==> src/rtl/pv_flag_pkg.sv <==
package pv_flag_pkg;
    parameter int DATA_W   = 16;
    parameter int NARROW_W = 8;

    typedef enum logic [2:0] {
        CLS_ARITH = 3'd0,
        CLS_LOGIC = 3'd1,
        CLS_SHIFT = 3'd2,
        CLS_CHECK = 3'd3
    } op_class_e;
endpackage

==> src/rtl/pv_parity_unit.sv <==
module pv_parity_unit #(
    parameter int W = 8
) (
    input  logic [W-1:0] bits_in,
    output logic         even_out
);
    logic [W:0] chain;

    assign chain[0] = 1'b0;

    genvar i;
    generate
        for (i = 0; i < W; i++) begin : g_xor
            assign chain[i+1] = chain[i] ^ bits_in[i];
        end
    endgenerate

    assign even_out = ~chain[W];
endmodule

==> src/rtl/pv_next_sel.sv <==
module pv_next_sel
    import pv_flag_pkg::*;
(
    input  logic [2:0] op_class,
    input  logic       wide,
    input  logic       even_lo,
    input  logic       odd_hi,
    input  logic       ovf,
    output logic       next_pv,
    output logic       affects
);
    always_comb begin
        next_pv = 1'b0;
        affects = 1'b0;
        case (op_class)
            CLS_ARITH: begin
                next_pv = ovf;
                affects = 1'b1;
            end
            CLS_LOGIC, CLS_CHECK: begin
                next_pv = wide ? (even_lo ^ odd_hi) : even_lo;
                affects = 1'b1;
            end
            CLS_SHIFT: begin
                next_pv = even_lo;
                affects = 1'b1;
            end
            default: begin
                next_pv = 1'b0;
                affects = 1'b0;
            end
        endcase
    end
endmodule

==> src/rtl/pv_flag_unit.sv <==
module pv_flag_unit
    import pv_flag_pkg::*;
(
    input  logic              clk,
    input  logic              rst_n,
    input  logic              wr_en,
    input  logic [2:0]        op_class,
    input  logic              wide,
    input  logic [DATA_W-1:0] result,
    input  logic              msb_cin,
    input  logic              msb_cout,
    output logic              pv_flag
);
    localparam int HI_W = DATA_W - NARROW_W;

    logic even_lo;
    logic even_hi;
    logic next_pv;
    logic affects;
    logic pv_q;

    pv_parity_unit #(.W(NARROW_W)) u_par_lo (
        .bits_in  (result[NARROW_W-1:0]),
        .even_out (even_lo)
    );

    pv_parity_unit #(.W(HI_W)) u_par_hi (
        .bits_in  (result[DATA_W-1:NARROW_W]),
        .even_out (even_hi)
    );

    pv_next_sel u_sel (
        .op_class (op_class),
        .wide     (wide),
        .even_lo  (even_lo),
        .odd_hi   (~even_hi),
        .ovf      (msb_cin ^ msb_cout),
        .next_pv  (next_pv),
        .affects  (affects)
    );

    always_ff @(posedge clk or negedge rst_n) begin
        if (!rst_n)
            pv_q <= 1'b0;
        else if (wr_en && affects)
            pv_q <= next_pv;
    end

    assign pv_flag = pv_q;
endmodule

==> config.mk <==
export PLATFORM = sky130hd
export DESIGN_NAME = pv_flag_unit
export DESIGN_NICKNAME = d
export VERILOG_FILES = /design/src/rtl/pv_flag_pkg.sv /design/src/rtl/pv_parity_unit.sv /design/src/rtl/pv_next_sel.sv /design/src/rtl/pv_flag_unit.sv
export SDC_FILE = /design/constraint.sdc
export NUM_CORES = 1
export LEC_CHECK = 0
export BUFFER_PORTS_ARGS = -buffer_cell sky130_fd_sc_hd__buf_2
export CAP_MARGIN = 20
export CELL_PAD_IN_SITES_DETAIL_PLACEMENT = 0
export CELL_PAD_IN_SITES_GLOBAL_PLACEMENT = 1
export CORE_AREA = 2 2 39 41
export DETAILED_ROUTE_END_ITERATION = 8
export DIE_AREA = 0 0 41 43
export PLACE_DENSITY = 0.63
export SETUP_SLACK_MARGIN = 0.05
export SYNTH_ARGS = -nofsm -noshare
export SYNTH_HDL_FRONTEND = slang
export SYNTH_SLANG_ARGS = --single-unit
export TNS_END_PERCENT = 100
==> constraint.sdc <==
create_clock -name clk -period 0.8 [get_ports clk]
set_input_delay 0.12 -clock clk [delete_from_list [all_inputs] [get_ports clk]]
set_output_delay 0.12 -clock clk [all_outputs]
set_load 0.01 [all_outputs]
# Word level (Yosys, flattened, before mapping)
# Index checks and enable logic that the tools add are counted.
op_classes:
  add_sub_neg: 0
  mul: 0
  div: 0
  magnitude_cmp: 0
  n_eq_ne: 3
  shifts: 0
  mux: 3
  bitwise: 17
  reduce_logical: 4
ops:
  columns: ["cell", "n"]
  rows:
  - ["bitwise XOR 1 bit", 16]
  - ["== test 3 x 2 -> 1 bit (second input constant)", 2]
  - ["OR reduction 4 bit", 1]
  - ["== test 3 x 1 -> 1 bit (second input constant)", 1]
  - ["logical NOT 3 bit", 1]
  - ["one-hot mux 1 bit (3 select lines)", 1]
  - ["two-way mux 1 bit", 2]
  - ["OR reduction 2 bit", 1]
  - ["logical AND 1 bit", 1]
  - ["inverter 1 bit", 1]
totals:
  reg_bits: 1
  latchBits: 0
  mem_bits_rw: 0
  rom_bits: 0
  inputBits: 25
  out_inout_bits: 1
  word_cells: 28
  memories: 0

# Depth between registers and ports, before layout
depth:
  ltp_word: 11
  depth_mapped: 5
  depth_no_buf: 5

# Hierarchy
# A second synthesis with hierarchy kept.
hier_totals:
  cells_unflattened: 25
  area_unflattened_um2: 226.5
by_module_without_submodules:
  columns: ["module", "n_inst", "cells_each", "area_per_inst_um2", "seq_area_each_um2"]
  rows:
  - ["pv_parity_unit", 2, 7, 61.3, 0.0]
  - ["pv_flag_unit", 1, 5, 56.3, 25.0]
  - ["pv_next_sel", 1, 6, 47.5, 0.0]

# Worst setup path after synthesis
# Ideal clock, no wire load.
synth_path:
  path_type: "input-to-reg"
  startpoint: "input port result[0]"
  endpoint: "register pv_q (netlist: pv_flag)"
  setup_time_ns: 0.069
  arrival_ns: 0.872
  t_required_ns: 0.731
  setup_slack_ns: -0.141
  path_stages: 5
  n_path_buf: 0
  path_cell_list: "xor2_1 > xnor2_1 > xnor2_1 > a211o_1 > nand3_1"
synth_between:
  elab_chain_len: 11
synth_lines:
  columns: ["item", "line", "source"]
  rows:
  - ["start: declaration", "pv_flag_unit.sv:9", "input logic [DATA_W-1:0] result,"]
  - ["bitwise XOR 1 bit * (7 in a row)", "pv_parity_unit.sv:14", "assign chain[i+1] = chain[i] ^ bits_in[i];"]
  - ["inverter 1 bit *", "pv_parity_unit.sv:18", "assign even_out = ~chain[W];"]
  - ["bitwise XOR 1 bit", "pv_next_sel.sv:21", "next_pv = wide ? (even_lo ^ odd_hi) : even_lo;"]
  - ["two-way mux 1 bit", "pv_next_sel.sv:21", null]
  - ["one-hot mux 1 bit (3 select lines) *", "pv_next_sel.sv:15", "case (op_class)"]
  - ["end signal: assignment", "pv_flag_unit.sv:46", "pv_q <= next_pv;"]
  - ["end: declaration", "pv_flag_unit.sv:20", "logic pv_q;"]
# Mark *: on every way between the ends. The rest lies on a longest branch, timed or not.
# A chain may end at the register's enable or synchronous reset.

# Worst setup path after layout
layout_path:
  startpoint: "input port result[9]"
  endpoint: "register pv_q (netlist: pv_flag)"
layout_between:
  elab_chain_len: 10
layout_lines:
  columns: ["item", "line"]
  rows:
  - ["bitwise XOR 1 bit (7 in a row)", "pv_parity_unit.sv:14"]
  - ["bitwise XOR 1 bit", "pv_next_sel.sv:21"]
  - ["two-way mux 1 bit", "pv_next_sel.sv:21"]
  - ["one-hot mux 1 bit (3 select lines)", "pv_next_sel.sv:15"]
# Every way passes these cells.

==> metrics list <==
- Internal power comes to 233.0 uW.
- Share of the synthesized area in compound gates (AO/OA/AOI/OAI): 12.73%
- Counting every net in the synthesized netlist gives 49.
- Worst Setup End Kind: flop
- In this run the register-to-register setup slack is 60 ps.
* Share of the clock period used by the worst path: 130.0%
- For this run, the top clock speed supported by timing is 0.9614 GHz.
- WL/cell: 7.403 um
- From synthesis to final layout, the design area changed by 101.8%.
* Setup repair after global routing missed its margin: true
- Violations in the final reports: setup timing
- The worst setup path is of the input port to flop kind.
- After floorplanning, the core was divided into 14 placement rows.
- Routed vias/inst: 3.791
- 0 antenna diodes ended up in the layout.
* Post-synthesis mux area share: 0%
- Of the synthesized area, sequential elements account for 12.12%.
* Final count of pins violating max slew: 0
- NumNets Final: 78
- Die Area: 1763 um^2
* Wire length of the first global-routing pass: 662 um
* Total global routing track utilization: 4.910%
- Clk_lat worst skew: 0 ps
- Share of total power in the clock network: 0%
- Synthesis handed over a netlist of 24 instances.
- For the pin with the worst max-slew slack, the measured transition is 199.0 ps.
* First drt pass iteration count: 1
- Routability-driven placement finished with a final weighted congestion of 0.5221.
- Final setup viols: 1
- The critical path goes through buf_2 > xnor2_1 > xnor2_1 > xnor2_1 > a211o_1 > nand3_1.
- Port Buffer Count: 25
- Total congestion overflow after global routing: 0
- Vias in the first global route: 181
* Post-Route Setup TNS: -240.1 ps
* Yosys Warn Count: 0
* Number of synthesized register bits: 1
* Max cap viols: 0
- Of all nets on the critical path, the largest fanout is 2.
- In this run, the number of DRC markers left after iteration 0 of detailed routing was 0.
- Headroom to the max-slew limit came out at 86.71%.
* Crit path buffers/inverters: 1
- Of the total synthesized cell area, the portion taken by full adders, half adders and majority gates is 0%.
- Master of the slowest instance on the critical path: xnor2_1
- Slowest stage delay, CP: 170 ps
- In this run the power spent charging and discharging nets is 115.2 uW.
- Once the floorplan was initialized, standard cells occupied 14.92% of the core.
* Maximum number of pins on one net before global-route repair: 4
- Library cell appearing most often on the critical path: xnor2_1
- Flip-flop count of the largest register, all copies and words added: 1
- Leading cell type in the layout, fill and taps excluded: buf_2
- After synthesis, the largest family of logic cells by area is XOR/XNOR gates.
- In this run the remaining antenna-violating nets after routing total 0.
- The netlist uses 10 different library cells.
- HP Class: input port to asynchronous set/reset pin
- The worst setup path is launched from an input port.
- The number of hold violations in the final report was 0.
* Outcome: finished, violations left
* PwrDens: 835.8 nW/um^2
- Data arrives at the worst endpoint at 910 ps.
- DR DRC count: 0
- After synthesis the cells add up to 206.4 um^2.
- Avg Inst Size Synth: 8.602 um^2
- Summed over all nets, the half-perimeter wirelength after detailed placement is 409.1 um.
- The number of antenna violations at the first check in global routing is 0.
* Vias post-DR: 254
- Setup Slack @ Placement: -271.8 ps
- Hold timing on the final database bottoms out at a slack of 431.2 ps.
- Combinational Power Share: 80.6%
- 26 I/O pins were placed.
* Setup clock skew after layout: 0 ps
* Layout cells sized above 1: 56.86%
* Final Total Pwr: 348.2 uW
- The library cells used most frequently in the layout, excluding fill and tap cells, are 21 x buf_2, 10 x xnor2_1, 4 x buf_6.
* Leak: 0.0001930 uW
- Net switching is 33.09% of the power.
- The endpoint identified for the worst register-to-register timing path is pv_flag.
* Cell family with the largest share of critical-path delay: XOR/XNOR gates
* Simple-gate share of the synthesized area: 11.52%
- In this run, flip-flops and latches consume 19.4% of the power.
* Clock edge transition at the registers on the reported setup and hold paths: 0 ps
- The floorplan step set the die height to 43 um.
- Final worst slack: -240.1 ps
- Synthesized-area fraction occupied by xor and xnor cells: 63.64%
* Die width: 41 um
* Worst VDD drop: 0.2844 mV
* Critical R2R Launch: pv_flag
- After floorplanning, the core was sized to cover 1384 um^2.
* Required @ worst endpoint: 670 ps
- The number of cells on the worst reg-to-reg path is 2.
* Post-layout minimum cycle time: 1040 ps
- Total Wirelength: 496 um
[routing by layer]
metal	share of wire (%)	GRT usage (%)	routed length (um)	vias to the layer above
met2	47	7.813	235	16
met3	15	0	75	0
met5	0	0	0	-
met4	0	0	0	0
li1	-	-	-	135
met1	37	7.668	185	103
[final cells by class]
| cell class | instances | area [um^2] |
|---|---|---|
| Fill cell | 150 | 967.2 |
| Tap cell | 16 | 20.02 |
| Multi-Input combinational cell | 23 | 203.9 |
| Sequential cell | 1 | 25.02 |
| Timing Repair Buffer | 27 | 167.7 |
[worst max path at each step]
stage	from	slack, ps	cells after the start	endpoint
2_1_floorplan	result[14]	-110	5	pv_flag
3_3_place_gp	result[14]	-260	6	pv_flag
3_5_place_dp	result[12]	-270	6	pv_flag
4_1_cts	result[14]	-260	6	pv_flag
5_1_grt	result[7]	-330	6	pv_flag
6_report	result[9]	-240	6	pv_flag
[logic make-up (layout without fill, tap and decap cells)]
kind of cell,Yosys count,after routing
buf+inv,0,27
xor+xnor,15,15
simple gates,4,4
compound gates,4,4
flops,1,1
[power groups by stage]
| stage | clock [uW] | sequential, uW | combinational [uW] |
|---|---|---|---|
| floorplan | 0 | 75.0 | 150 |
| global placement | 0 | 68.4 | 251 |
| detailed placement | 0 | 67.8 | 253 |
| CTS | 0 | 68.0 | 276 |
| global route | 0 | 71.0 | 309 |
| finish | 0 | 67.7 | 281 |
[cell usage after synthesis (all sizes together)]
| cell | count | area [um^2] |
|---|---|---|
| xnor2 | 13 | 113.9 |
| o21ai | 2 | 10.01 |
| xor2 | 2 | 17.52 |
| a211o | 1 | 8.760 |
| and2 | 1 | 6.260 |
| dfrtp | 1 | 25.02 |
| nand3 | 1 | 5.000 |
| nand4 | 1 | 6.260 |
| nor2b | 1 | 6.260 |
| o31ai | 1 | 7.510 |
[through the flow]
| step | utilization (%) | instances | cell area (um^2) |
|---|---|---|---|
| finish | 30.11 | 67 | 416.7 |
| global route | 30.11 | 67 | 416.7 |
| CTS | 29.11 | 67 | 402.9 |
| detailed placement | 25.95 | 66 | 359.1 |
| global placement | 25.95 | 66 | 359.1 |
| floorplan | - | 24 | 206.4 |
[repair_timing]
action / CTS / global route
gates resized for setup: 5 / 2
hold buffers: 1 / 0
hold endpoints to repair: 1 / 0
pin swaps: 2 / 1
cloned: 0 / 0
setup endpoints to repair: 1 / 1
buffers inserted: 0 / 0
No activity file was read; power rests on OpenSTA's default activity.
